[src/rtl/lfp_pkg.sv]
package lfp_pkg;
  parameter int unsigned FLEN_W = 10;
  parameter int unsigned DIV_W  = 8;
  localparam int unsigned FCNT_W = FLEN_W + 1;
  localparam int unsigned DCNT_W = DIV_W + 1;

  typedef enum logic {
    POL_PER_FRAME = 1'b0,
    POL_PER_N     = 1'b1
  } pol_mode_e;
endpackage

[src/rtl/lfp_rst_sync.sv]
module lfp_rst_sync #(
  parameter int unsigned STAGES = 2
) (
  input  logic clk,
  input  logic arst_n,
  output logic srst_n
);
  logic [STAGES-1:0] sync_q;

  always_ff @(posedge clk or negedge arst_n) begin
    if (!arst_n) sync_q <= '0;
    else         sync_q <= {sync_q[STAGES-2:0], 1'b1};
  end

  assign srst_n = sync_q[STAGES-1];
endmodule

[src/rtl/lfp_frame_counter.sv]
module lfp_frame_counter
  import lfp_pkg::*;
(
  input  logic              clk,
  input  logic              rst_n,
  input  logic              line_stb,
  input  logic [FLEN_W-1:0] frame_len,
  output logic              wrap,
  output logic              frame_pulse
);
  logic [FLEN_W-1:0] cnt_q, cnt_d;
  logic              pulse_q, pulse_d;
  logic [FCNT_W-1:0] len_eff;
  logic [FCNT_W-1:0] cnt_inc;

  // zero encodes the full range
  assign len_eff = (frame_len == '0) ? FCNT_W'(1) << FLEN_W : {1'b0, frame_len};
  assign cnt_inc = {1'b0, cnt_q} + FCNT_W'(1);
  assign wrap    = line_stb && (cnt_inc >= len_eff);

  always_comb begin
    cnt_d   = cnt_q;
    pulse_d = pulse_q;
    if (line_stb) begin
      cnt_d   = wrap ? '0 : cnt_inc[FLEN_W-1:0];
      pulse_d = wrap;
    end
  end

  always_ff @(posedge clk or negedge rst_n) begin
    if (!rst_n) begin
      cnt_q   <= '0;
      pulse_q <= 1'b0;
    end else begin
      cnt_q   <= cnt_d;
      pulse_q <= pulse_d;
    end
  end

  assign frame_pulse = pulse_q;

  // the pulse lasts until the next strobe
  a_r3_pulse_holds: assert property (@(posedge clk) disable iff (!rst_n)
    (pulse_q && !line_stb) |=> pulse_q);
  // the pulse only begins on a strobe
  a_r2_rise_on_strobe: assert property (@(posedge clk) disable iff (!rst_n)
    $rose(pulse_q) |-> $past(line_stb));
endmodule

[src/rtl/lfp_polarity.sv]
module lfp_polarity
  import lfp_pkg::*;
(
  input  logic             clk,
  input  logic             rst_n,
  input  logic             line_stb,
  input  logic             frame_wrap,
  input  logic [DIV_W-1:0] div_n,
  input  pol_mode_e        mode,
  output logic             polarity
);
  logic [DIV_W-1:0]  lc_q, lc_d;
  logic              pol_q, pol_d;
  logic [DCNT_W-1:0] n_eff;
  logic [DCNT_W-1:0] lc_inc;
  logic              n_hit;

  assign n_eff  = (div_n == '0) ? DCNT_W'(1) << DIV_W : {1'b0, div_n};
  assign lc_inc = {1'b0, lc_q} + DCNT_W'(1);
  assign n_hit  = lc_inc >= n_eff;

  always_comb begin
    lc_d  = lc_q;
    pol_d = pol_q;
    if (line_stb) begin
      if (mode == POL_PER_N) begin
        pol_d = pol_q ^ n_hit;
        lc_d  = (n_hit || frame_wrap) ? '0 : lc_inc[DIV_W-1:0];
      end else begin
        pol_d = pol_q ^ frame_wrap;
        lc_d  = '0;
      end
    end
  end

  always_ff @(posedge clk or negedge rst_n) begin
    if (!rst_n) begin
      lc_q  <= '0;
      pol_q <= 1'b0;
    end else begin
      lc_q  <= lc_d;
      pol_q <= pol_d;
    end
  end

  assign polarity = pol_q;

  // per-frame mode ignores non-wrapping strobes
  a_r6_only_on_wrap: assert property (@(posedge clk) disable iff (!rst_n)
    (line_stb && mode == POL_PER_FRAME && !frame_wrap) |=> $stable(pol_q));
  // line count restarts at each frame wrap
  a_r7_restart: assert property (@(posedge clk) disable iff (!rst_n)
    (line_stb && frame_wrap) |=> (lc_q == '0));
  // reaching N inverts the output
  a_r7_invert_at_n: assert property (@(posedge clk) disable iff (!rst_n)
    (line_stb && mode == POL_PER_N && n_hit) |=> (pol_q != $past(pol_q)));
endmodule

[src/rtl/lcd_frame_polarity.sv]
module lcd_frame_polarity
  import lfp_pkg::*;
(
  input  logic              clk,
  input  logic              rst_n,
  input  logic              line_stb,
  input  logic [FLEN_W-1:0] frame_len,
  input  logic [DIV_W-1:0]  div_n,
  input  logic              inv_adj_en,
  output logic              frame_pulse,
  output logic              polarity
);
  logic      srst_n;
  logic      wrap;
  pol_mode_e mode;

  assign mode = inv_adj_en ? POL_PER_N : POL_PER_FRAME;

  lfp_rst_sync #(.STAGES(2)) u_rst (
    .clk    (clk),
    .arst_n (rst_n),
    .srst_n (srst_n)
  );

  lfp_frame_counter u_frame (
    .clk         (clk),
    .rst_n       (srst_n),
    .line_stb    (line_stb),
    .frame_len   (frame_len),
    .wrap        (wrap),
    .frame_pulse (frame_pulse)
  );

  lfp_polarity u_pol (
    .clk        (clk),
    .rst_n      (srst_n),
    .line_stb   (line_stb),
    .frame_wrap (wrap),
    .div_n      (div_n),
    .mode       (mode),
    .polarity   (polarity)
  );

  // idle cycles leave both outputs alone
  a_r4_idle_stable: assert property (@(posedge clk) disable iff (!srst_n)
    !line_stb |=> ($stable(frame_pulse) && $stable(polarity)));
  // outputs are low while reset is applied
  a_r1_reset_low: assert property (@(posedge clk)
    !srst_n |-> (!frame_pulse && !polarity));
endmodule

[config.mk]
export PLATFORM = sky130hd
export DESIGN_NAME = lcd_frame_polarity
export DESIGN_NICKNAME = d
export VERILOG_FILES = /design/src/rtl/lfp_pkg.sv /design/src/rtl/lfp_rst_sync.sv /design/src/rtl/lfp_frame_counter.sv /design/src/rtl/lfp_polarity.sv /design/src/rtl/lcd_frame_polarity.sv
export SDC_FILE = /design/constraint.sdc
export NUM_CORES = 1
export LEC_CHECK = 0
export ABC_AREA = 1
export ABC_CLOCK_PERIOD_IN_PS = 800
export BUFFER_PORTS_ARGS = -buffer_cell sky130_fd_sc_hd__buf_2
export CAP_MARGIN = 25
export CORE_MARGIN = 2
export CORE_UTILIZATION = 48
export CTS_BUF_LIST = sky130_fd_sc_hd__clkbuf_4 sky130_fd_sc_hd__clkbuf_8
export DETAILED_ROUTE_END_ITERATION = 10
export GPL_TIMING_DRIVEN = 0
export PLACE_DENSITY_LB_ADDON = 0.12
export SYNTH_ARGS = -nofsm -noshare
export SYNTH_HDL_FRONTEND = slang
export SYNTH_SLANG_ARGS = --single-unit
[constraint.sdc]
create_clock -name clk -period 0.8 [get_ports clk]
set_clock_uncertainty 0.1 [all_clocks]
set_input_delay 0.08 -clock clk [delete_from_list [all_inputs] [get_ports clk]]
set_output_delay 0.08 -clock clk [all_outputs]
set_load 0.005 [all_outputs]
==> impl_metrics.ini, run 1 <==
[yosys]
ys_seq_area_share_pct = 30.6
synthMuxAreaShare_pct = 0
ys_seq_elements = 22
synthSimpleGateAreaFrac_pct = 30.5
synth_cells = 251
synth_top_family_by_area = simple AND/OR/NAND/NOR gates
synthesis.area_mm2 = 0.00180
synth_compound_area_share_pct = 6.05
synth_cell_types = 28
synth.yosys.warnings = 0
synth_fa_ha_area_share_pct = 15.3
syn_nets = 295
synth-xor-area-share_pct = 6.26
avgSynthCellArea_um2 = 7.16

[finish]
fillCellCount = 358
n_antenna_cell = 0
multi_input_area_mm2 = 0.00123
final_nets = 337
area_growth_syn_to_layout_pct = 31.0
drive_above_1_share_pct = 28.8
register_area_um2 = 553

[power]
power_density_mw_per_mm2 = 1810
p_leak_nw = 1.32
ir_drop_mv = 1.99

[global_route]
antenna_found_initial = 0
met1_usage_pct = 28.1
gr-total-overflow = 0
grt.met3_usage_pct = 3.60
top_usage_layer = met2
grt_pass1_vias = 1489
grt_max_degree = 21
grt_usage_pct = 19.3
grt_pass1_wl_um = 6520
grt_use_met2_pct = 31.1

[drt]
drt_iter0_markers = 54
drcViolationCount = 0
viasPerCell = 4.72
ant_nets = 0
vias = 1604
wl_um = 3960
first_pass_iters = 4
post_drt_wl_per_cell_um = 11.7

[placement]
pre_cts_slack_ps = -1880
port_buffers = 22
dp_hpwl_um = 2800
gp_congestion = 0.751

[setup_path]
cp_max_fo = 5
r2r.worst_path.cells = 16
startpoint_type = flop
max_stage_delay_ps = 420
critPathArrivalTime_ps = 2640
r2r-start = u_frame.cnt_q[1]$_DFFE_PN0P_
crit_path_end_kind = flop
worstPathRequired_ps = 900
crit_chain = ha_4, nand2_4, nor3_4, nand4_1, buf_4, nor2_4, ha_4, nand2_4, nor2_4, buf_4, a21oi_2, nand2_2, nand2_4, buf_6, nand3_2, nand2_1
rr_endpoint = u_frame.cnt_q[6]$_DFFE_PN0P_
reg2reg_slack_ps = -1750
cpMaxStageDelayCell = dfrtp_1
path_class = flop to flop
crit_top_cell = nand2_4

[clocking]
cts_tree = done
cts_buffers = 3
clk-insertion-delay-late_ps = 260
cts_buffer_depth = 2
clk_pin_slew_ps = 80
numClockSinks = 22
cts-root-buf = clkbuf_8
htree_levels = 1

[timing]
worst_hold_slack_ps = 23.3
setup_slack_ps = -1750
final_max_slew_viol_count = 0
final-hold-violation-count = 0
slew_headroom_pct = 58.5
tightest_slew_ps = 622
fmax_mhz = 392
fin_crit_ps = 2550
post-route-period-util_pct = 319
finalSetupViolCount = 22
rsz0062_at_grt = yes

[die]
io_pins = 24
initial_core_util_pct = 49.5
die_area_mm2 = 0.00425
fp.dieW_um = 65.2
core.rowCount = 22
core_area_mm2 = 0.00363
die_height_um = 65.2

[status]
violations = negative setup slack
status = complete, but fails checks

[min_path]
hp-class = primary input to async pin

[job]
drv_cap = 0
==> synth_stat cells (all sizes together) <==
cell / instances / share of area, %
a21oi: 6 / 1.7
and3: 1 / 0.35
buf: 3 / 0.77
clkbuf: 2 / 0.42
conb: 1 / 0.21
dfrtp: 22 / 31
ha: 22 / 15
inv: 47 / 9.8
nand2: 79 / 16
nand3: 17 / 6.0
nand3b: 1 / 0.42
nand4: 4 / 1.4
nor2: 12 / 3.3
nor3: 2 / 0.83
nor4: 4 / 1.4
o21ai: 15 / 4.4
or2: 1 / 0.35
xnor2: 1 / 0.49
xor2: 11 / 5.8
==> worst max path at each step <==
stage | start | endpoint | slack, ps | cells after the start
global route | u_frame.cnt_q[1]$_DFFE_PN0P_ | u_frame.cnt_q[0]$_DFFE_PN0P_ | -1940 | 17
global placement | u_frame.cnt_q[0]$_DFFE_PN0P_ | u_pol.lc_q[1]$_DFFE_PN0P_ | -1880 | 16
detailed placement | u_frame.cnt_q[0]$_DFFE_PN0P_ | u_pol.lc_q[1]$_DFFE_PN0P_ | -1880 | 16
CTS | u_frame.cnt_q[1]$_DFFE_PN0P_ | u_frame.cnt_q[7]$_DFFE_PN0P_ | -1630 | 17
floorplan | u_frame.cnt_q[0]$_DFFE_PN0P_ | u_frame.cnt_q[0]$_DFFE_PN0P_ | -1530 | 17
finish | u_frame.cnt_q[1]$_DFFE_PN0P_ | u_frame.cnt_q[6]$_DFFE_PN0P_ | -1750 | 16
==> layer usage <==
metal	part of all wire (%)	vias to the layer above
met5	0	-
met4	0.91	0
met3	4.5	4
met2	46	31
met1	48	707
li1	-	862
==> registers in the layout, summed over array words and instances (netlist names) <==
register and cells:
u_frame.cnt_q 10, u_pol.polarity 1, u_frame.frame_pulse 1, u_rst.sync_q 2
u_pol.lc_q 8
==> layout make-up <==
type	count	share of cell area [%]
sequential	22	23.5
clock buffer	3	1.75
timing repair buffer	37	10.2
tap	48	2.55
inverter	47	7.49
clock inverter	1	1.28
buffer	5	1.17
multi-input combinational	177	52.1
==> per-stage QoR <==
step / instances / cell area (um2) / util [%] / setup TNS (ps) / power, mW
final: 340 / 2350 / 64.8 / -34270 / 4.26
after detailed placement: 321 / 2000 / 55.1 / -40610 / 2.76
after global routing: 340 / 2350 / 64.8 / -38210 / 4.58
after CTS: 333 / 2230 / 61.5 / -32160 / 4.04
after floorplan: 251 / 1830 / - / -29920 / 2.43
after global placement: 321 / 2000 / 55.1 / -39990 / 2.73
==> repair_timing <==
action / in CTS / in global routing
buffers inserted: 6 / 9
pin swaps: 14 / 19
hold endpoints to repair: 2 / 0
resized for setup: 34 / 20
hold buffers: 1 / 0
setup endpoints to repair: 42 / 22
gates cloned: 1 / 0
==> logic make-up after synthesis <==
group | after synthesis
compound gates | 21
xor+xnor | 12
fa+ha+maj | 22
buf+inv | 52
flops | 22
other cells | 1
simple gates | 121
==> worst max-delay path: cells and delay by family (launching register included) <==
family	cells	cell delay, ps
flops	1	420
fa+ha+maj	2	400
buf+inv	3	450
simple gates	10	1000
compound gates	1	120
==> cells in the final DEF, fill, tap and decap left out, types with 6 or more instances in the layout <==
master / n
buf_2: 23
ha_1: 19
nand2_1: 70
inv_1: 44
xor2_1: 9
buf_4: 10
nor2_1: 7
nand3_1: 9
nand3_2: 6
o21ai_1: 9
dfrtp_1: 20
==> power by group <==
group          total [mW]  switching (mW)  internal, mW  leakage (nW)
logic                1.69           0.911         0.780         0.995
clock network        1.02           0.351         0.668        0.0357
registers            1.55           0.237          1.31         0.288
total                4.26            1.50          2.76          1.32
(Power assumes the default switching activity.)
==> run 2, diff against run 1 <==
Settings changed: RECOVER_POWER set to 100, SYNTH_HIERARCHICAL set to 1.
==> impl_metrics.ini, run 2 <==
[drt]
post_drt_wl_per_cell_um = 12.3
drcViolationCount = 0
wl_met3_um = 133
vias = 1943
ant_nets = 0
wl_um = 4820
drt_iter0_markers = 152
m1WireLength_um = 2480
met2_length_um = 2180
first_pass_iters = 4
top_layer = met4
viasPerCell = 4.96

[setup_path]
r2r.worst_path.cells = 17
r2r-start = u_frame/cnt_q[1]$_DFFE_PN0P_
reg2reg_slack_ps = -1780
cpMaxStageDelayCell = dfrtp_1
crit_path_end_kind = flop
path_class = flop to flop
worstPathRequired_ps = 890
startpoint_type = flop
critPathArrivalTime_ps = 2670
crit_top_cell = nand2_2
max_stage_delay_ps = 400
rr_endpoint = u_pol/lc_q[1]$_DFFE_PN0P_
crit_chain = ha_4, nand2_4, nor2_4, nand2_1, nor3_2, ha_1, nand2_2, inv_2, a21oi_2, nand2_2, nor2_4, nand2_2, nand2_2, inv_2, nor2_4, nand3_4, o21ai_1
cp_max_fo = 5

[die]
core_area_mm2 = 0.00400
core.rowCount = 23
io_pins = 24
die_area_mm2 = 0.00466
die_height_um = 68.3
initial_core_util_pct = 49.6
fp.dieW_um = 68.3

[power]
swShare_pct = 37.3
seq_power_share_pct = 37.2
p_comb_share_pct = 43.3
p_clk_share_pct = 19.6
switchingPower_mw = 1.52
ir_drop_mv = 1.80
power.internal_mw = 2.55
p_leak_nw = 1.42
total_power_mw = 4.07
power_density_mw_per_mm2 = 1560

[clocking]
numClockSinks = 22
cts_buffers = 3
cts_buffer_depth = 2
clk-insertion-delay-late_ps = 260
cts-root-buf = clkbuf_8
clk_pin_slew_ps = 80
htree_levels = 1
cts_tree = done

[global_route]
grt_usage_pct = 21.8
grt_pass1_vias = 1622
grt_max_degree = 21
grt_pass1_wl_um = 7550
gr-total-overflow = 0
antenna_found_initial = 0

[timing]
fin_crit_ps = 2580
final_max_slew_viol_count = 0
final-hold-violation-count = 0
setup_slack_ps = -1780
post-route-period-util_pct = 323
fmax_mhz = 388
rsz0062_at_grt = yes
worst_hold_slack_ps = 23.5
finalSetupViolCount = 22

[status]
violations = negative setup slack
status = complete, but fails checks

[yosys]
yosys-top-cells-area = dfrtp_1, nand2_1, ha_1
synth_cells = 288
synth.most_common_cell = nand2_1
synth_cell_types = 28
synth_ff_type = dfrtp_1
ys_top_cells_by_count = nand2_1, inv_1, dfrtp_1, ha_1
async_reset_ff_share_pct = 100
ys_seq_elements = 22
avgSynthCellArea_um2 = 6.89
synth_top_area_share_pct = 27.7
synth_edf_count = 0
synthesis.area_mm2 = 0.00198
syn_nets = 332
yosys.area.top_type = dfrtp_1
ys_seq_area_share_pct = 27.7
synth.yosys.warnings = 6

[finish]
top_register = u_frame/cnt_q
drive_above_1_share_pct = 33.3
final_util_pct = 65.1
largest_reg_flops = 10
largestRegisters = u_frame/cnt_q (10), u_pol/lc_q (8), u_rst/sync_q (2)
area_growth_syn_to_layout_pct = 31.1
n_antenna_cell = 0
mostFrequentLayoutCells = nand2_1, inv_1, buf_2
final_nets = 387
final_common_cell = nand2_1

[placement]
gp_congestion = 0.839
dp_hpwl_um = 3410
port_buffers = 23

[job]
drv_cap = 0

[min_path]
hp-class = primary input to async pin
[run 2: cell count changes in the layout (fill, tap and decap cells not counted), sizes merged, moves of 3 or more]
cell    before  now
nand2       79   90
xor2        11    7
o21ai       15    9
buf         39   49
nand4        4   18
a21oi        6    9
nor2        12   27
inv         47   54
nand3       17   12
clkbuf       5    8
[run 2: stage by stage]
step / worst slack (ps) / TNS (ps) / cells / area [um2]
after floorplan: -1700 / -29670 / 288 / 2010
after global placement: -2080 / -40300 / 361 / 2190
after detailed placement: -2110 / -41880 / 361 / 2190
after CTS: -1730 / -31540 / 378 / 2420
after global routing: -1910 / -35670 / 392 / 2600
final: -1780 / -32830 / 392 / 2600
[run 2: worst max-delay path, delay by kind of cell, from the launching register on]
kind / cells / cell delay [ps]
buf+inv: 2 / 110
compound gates: 2 / 270
fa+ha+maj: 2 / 430
simple gates: 11 / 1220
flops: 1 / 400
[run 2: cell type report]
cell class / count / area [um2]
Clock buffer: 4 / 55.1
Inverter: 54 / 203
Sequential cell: 22 / 557
Buffer: 5 / 27.5
Timing Repair Buffer: 50 / 337
Tap cell: 50 / 62.6
Multi-Input combinational cell: 207 / 1360
Fill cell: 354 / 1400
[run 2: cell families (layout without fill, tap and decap cells)]
group	Yosys count	in the layout	share of synthesized area (%)
simple gates	156	156	37.2
flops	22	22	27.7
other cells	1	1	0.189
fa+ha+maj	22	22	13.9
buf+inv	59	113	11.3
compound gates	20	20	5.36
mux	1	1	0.504
xor+xnor	7	7	3.85
[run 2: power groups by stage]
stage	sequential [mW]	combinational, mW	clock [mW]
after global placement	1.55	1.24	0
after floorplan	1.50	0.978	0
after detailed placement	1.56	1.25	0
after global routing	1.54	1.99	0.878
after CTS	1.53	1.49	0.823
final	1.51	1.76	0.796
[run 2: what timing repair did]
action | in CTS | in global routing
setup buffers | 11 | 15
gates resized for setup | 19 | 24
endpoints found under the setup margin | 42 | 22
pin swaps | 12 | 24
hold buffers | 2 | 0
hold endpoints to repair | 3 | 0
[run 2: how the worst max path moves through the flow]
| stage | startpoint | to | slack, ps |
|---|---|---|---|
| after CTS | u_frame/cnt_q[0]$_DFFE_PN0P_ | u_pol/lc_q[6]$_DFFE_PN0P_ | -1730 |
| after detailed placement | u_frame/cnt_q[0]$_DFFE_PN0P_ | u_pol/lc_q[4]$_DFFE_PN0P_ | -2110 |
| after global routing | u_frame/cnt_q[1]$_DFFE_PN0P_ | u_pol/lc_q[7]$_DFFE_PN0P_ | -1910 |
| after global placement | u_frame/cnt_q[0]$_DFFE_PN0P_ | u_pol/lc_q[1]$_DFFE_PN0P_ | -2080 |
| final | u_frame/cnt_q[1]$_DFFE_PN0P_ | u_pol/lc_q[1]$_DFFE_PN0P_ | -1780 |
| after floorplan | u_frame/cnt_q[0]$_DFFE_PN0P_ | u_pol/lc_q[1]$_DFFE_PN0P_ | -1700 |
[run 2: layer usage]
layer / track usage, % / vias to the layer above
met5: 0 / -
li1: - / 1027
met2: 32.0 / 22
met1: 33.5 / 890
met4: 3.75 / 0
met3: 3.45 / 4
==> run 3, diff against run 2 <==
--- a/config.mk
+++ b/config.mk
@@ -20,3 +20,2 @@
 export SYNTH_HDL_FRONTEND = slang
-export SYNTH_HIERARCHICAL = 1
 export SYNTH_SLANG_ARGS = --single-unit
--- a/constraint.sdc
+++ b/constraint.sdc
@@ -4,2 +4,2 @@
 set_output_delay 0.08 -clock clk [all_outputs]
-set_load 0.005 [all_outputs]
+set_load 0.01 [all_outputs]
==> impl_metrics.ini, run 3 (synthesis gave the netlist of run 1 again) <==
[status]
violations = negative setup slack
status = complete, but fails checks

[finish]
final_common_cell = nand2_1
n_antenna_cell = 0
stdcell_count = 340
mostFrequentLayoutCells = nand2_1, inv_1, buf_2
largest_reg_flops = 10
drive_above_1_share_pct = 28.4
largestRegisters = u_frame.cnt_q (10), u_pol.lc_q (8), u_rst.sync_q (2)
final_area_mm2 = 0.00235
fillCellCount = 359
area_growth_syn_to_layout_pct = 30.9
final_nets = 337
top_register = u_frame.cnt_q
final_util_pct = 64.8
register_area_um2 = 553
multi_input_area_mm2 = 0.00123

[power]
p_clk_share_pct = 23.8
swShare_pct = 35.4
power.internal_mw = 2.76
switchingPower_mw = 1.51
seq_power_share_pct = 36.3
p_comb_share_pct = 39.9
total_power_mw = 4.27
ir_drop_mv = 1.99
power_density_mw_per_mm2 = 1820
p_leak_nw = 1.32

[drt]
drcViolationCount = 0
wl_um = 3960
ant_nets = 0
drt_iter0_markers = 54
vias = 1604
viasPerCell = 4.72
post_drt_wl_per_cell_um = 11.7
first_pass_iters = 4

[setup_path]
cpMaxStageDelayCell = dfrtp_1
startpoint_type = flop
cp_max_fo = 5
critPathArrivalTime_ps = 2640
path_class = flop to flop
worstPathRequired_ps = 900
crit_path_end_kind = flop
crit_chain = ha_4, nand2_4, nor3_4, nand4_1, buf_4, nor2_4, ha_4, nand2_4, nor2_4, buf_4, a21oi_2, nand2_2, nand2_4, buf_6, nand3_2, nand2_1
max_stage_delay_ps = 420
crit_top_cell = nand2_4

[job]
drv_cap = 0

[clocking]
clk_pin_slew_ps = 80
htree_levels = 1
cts_buffer_depth = 2
cts_tree = done
cts_buffers = 3
numClockSinks = 22
cts-root-buf = clkbuf_8
clk-insertion-delay-late_ps = 260

[timing]
fin_crit_ps = 2550
rsz0062_at_grt = yes
slew_headroom_pct = 58.5
final-hold-violation-count = 0
finalSetupViolCount = 22
tightest_slew_ps = 622
final_max_slew_viol_count = 0
setup_slack_ps = -1750
fmax_mhz = 392
post-route-period-util_pct = 319

[placement]
port_buffers = 22
place_area_mm2 = 0.00200
dp_hpwl_um = 2800
dp_cells = 321
gp_congestion = 0.751
pre_cts_slack_ps = -1880

[die]
core.rowCount = 22
core_area_mm2 = 0.00363
fp.dieW_um = 65.2
die_height_um = 65.2
initial_core_util_pct = 49.5
die_area_mm2 = 0.00425
io_pins = 24

[global_route]
antenna_found_initial = 0
grt_usage_pct = 19.3
grt_pass1_wl_um = 6520
gr-total-overflow = 0
grt_max_degree = 21
grt_pass1_vias = 1489

[min_path]
hp-class = primary input to async pin
run 3: cell types whose count changed in the layout (fill, tap and decap cells not counted), sizes merged, moves of 2 or more:
| cell | before | now |
|---|---|---|
| nand4 | 18 | 4 |
| a21oi | 9 | 6 |
| nor2 | 27 | 12 |
| nand2 | 90 | 79 |
| buf | 49 | 38 |
| xor2 | 7 | 11 |
| nand3 | 12 | 17 |
| clkbuf | 8 | 6 |
| inv | 54 | 47 |
| o21ai | 9 | 15 |
run 3: through the flow:
stage	hold WS (ps)	TNS (ps)
2_1_floorplan	-316	-29920
3_3_place_gp	-234	-39990
3_5_place_dp	-233	-40610
4_1_cts	14.9	-32190
5_1_grt	23.2	-38240
6_report	29.5	-34290
run 3: final cells by class:
cell class / count / area share [%]
Buffer: 5 / 1.17
Tap cell: 48 / 2.55
Inverter: 47 / 7.50
Clock inverter: 1 / 1.28
Sequential cell: 22 / 23.5
Clock buffer: 3 / 1.75
Multi-Input combinational cell: 177 / 52.1
Timing Repair Buffer: 37 / 10.2
run 3: path summary, 6_finish.rpt:
kind / start / endpoint / slack (ps) / cells after the start
setup / recovery: u_frame.cnt_q[1]$_DFFE_PN0P_ / u_frame.cnt_q[6]$_DFFE_PN0P_ / -1750 / 16
hold reg to reg: u_rst.sync_q[1]$_DFF_PN0_ / u_pol.polarity$_DFFE_PN0P_ / 120 / 0
max in group asynchronous: u_rst.sync_q[1]$_DFF_PN0_ / u_frame.cnt_q[2]$_DFFE_PN0P_ / 150 / 0
min in group clk: inv_adj_en / u_pol.lc_q[0]$_DFFE_PN0P_ / 120 / 4
setup reg to reg: u_frame.cnt_q[1]$_DFFE_PN0P_ / u_frame.cnt_q[6]$_DFFE_PN0P_ / -1750 / 16
hold / removal: rst_n / u_rst.sync_q[0]$_DFF_PN0_ / 30 / 2
run 3: power groups by stage:
| stage | clock network (mW) | registers, mW | logic, mW |
|---|---|---|---|
| final | 1.02 | 1.55 | 1.70 |
| after global routing | 1.08 | 1.57 | 1.94 |
| after CTS | 1.04 | 1.52 | 1.49 |
| after detailed placement | 0 | 1.54 | 1.23 |
| after global placement | 0 | 1.53 | 1.21 |
| after floorplan | 0 | 1.51 | 0.926 |
run 3: layer usage:
| metal | wire length, um | vias to the layer above | global-route usage (%) |
|---|---|---|---|
| met2 | 1830 | 31 | 31.1 |
| li1 | - | 862 | - |
| met5 | 0 | - | 0 |
| met1 | 1920 | 707 | 28.1 |
| met4 | 36 | 0 | 1.56 |
| met3 | 178 | 4 | 3.60 |
run 3: repair_timing:
item | in CTS | in global routing
gates resized for setup | 34 | 20
endpoints found under the setup margin | 42 | 22
pin swaps | 14 | 19
cloned | 1 | 0
hold buffers | 1 | 0
hold endpoints to repair | 2 | 0
setup buffers | 6 | 9
run 3: worst max-delay path, delay by kind of cell (launching register included):
family | cells | cell delay (ps)
AOI/OAI and AO/OA | 1 | 120
adders and majority gates | 2 | 400
buffers and inverters | 3 | 450
DFF | 1 | 420
and+or+nand+nor | 10 | 1000
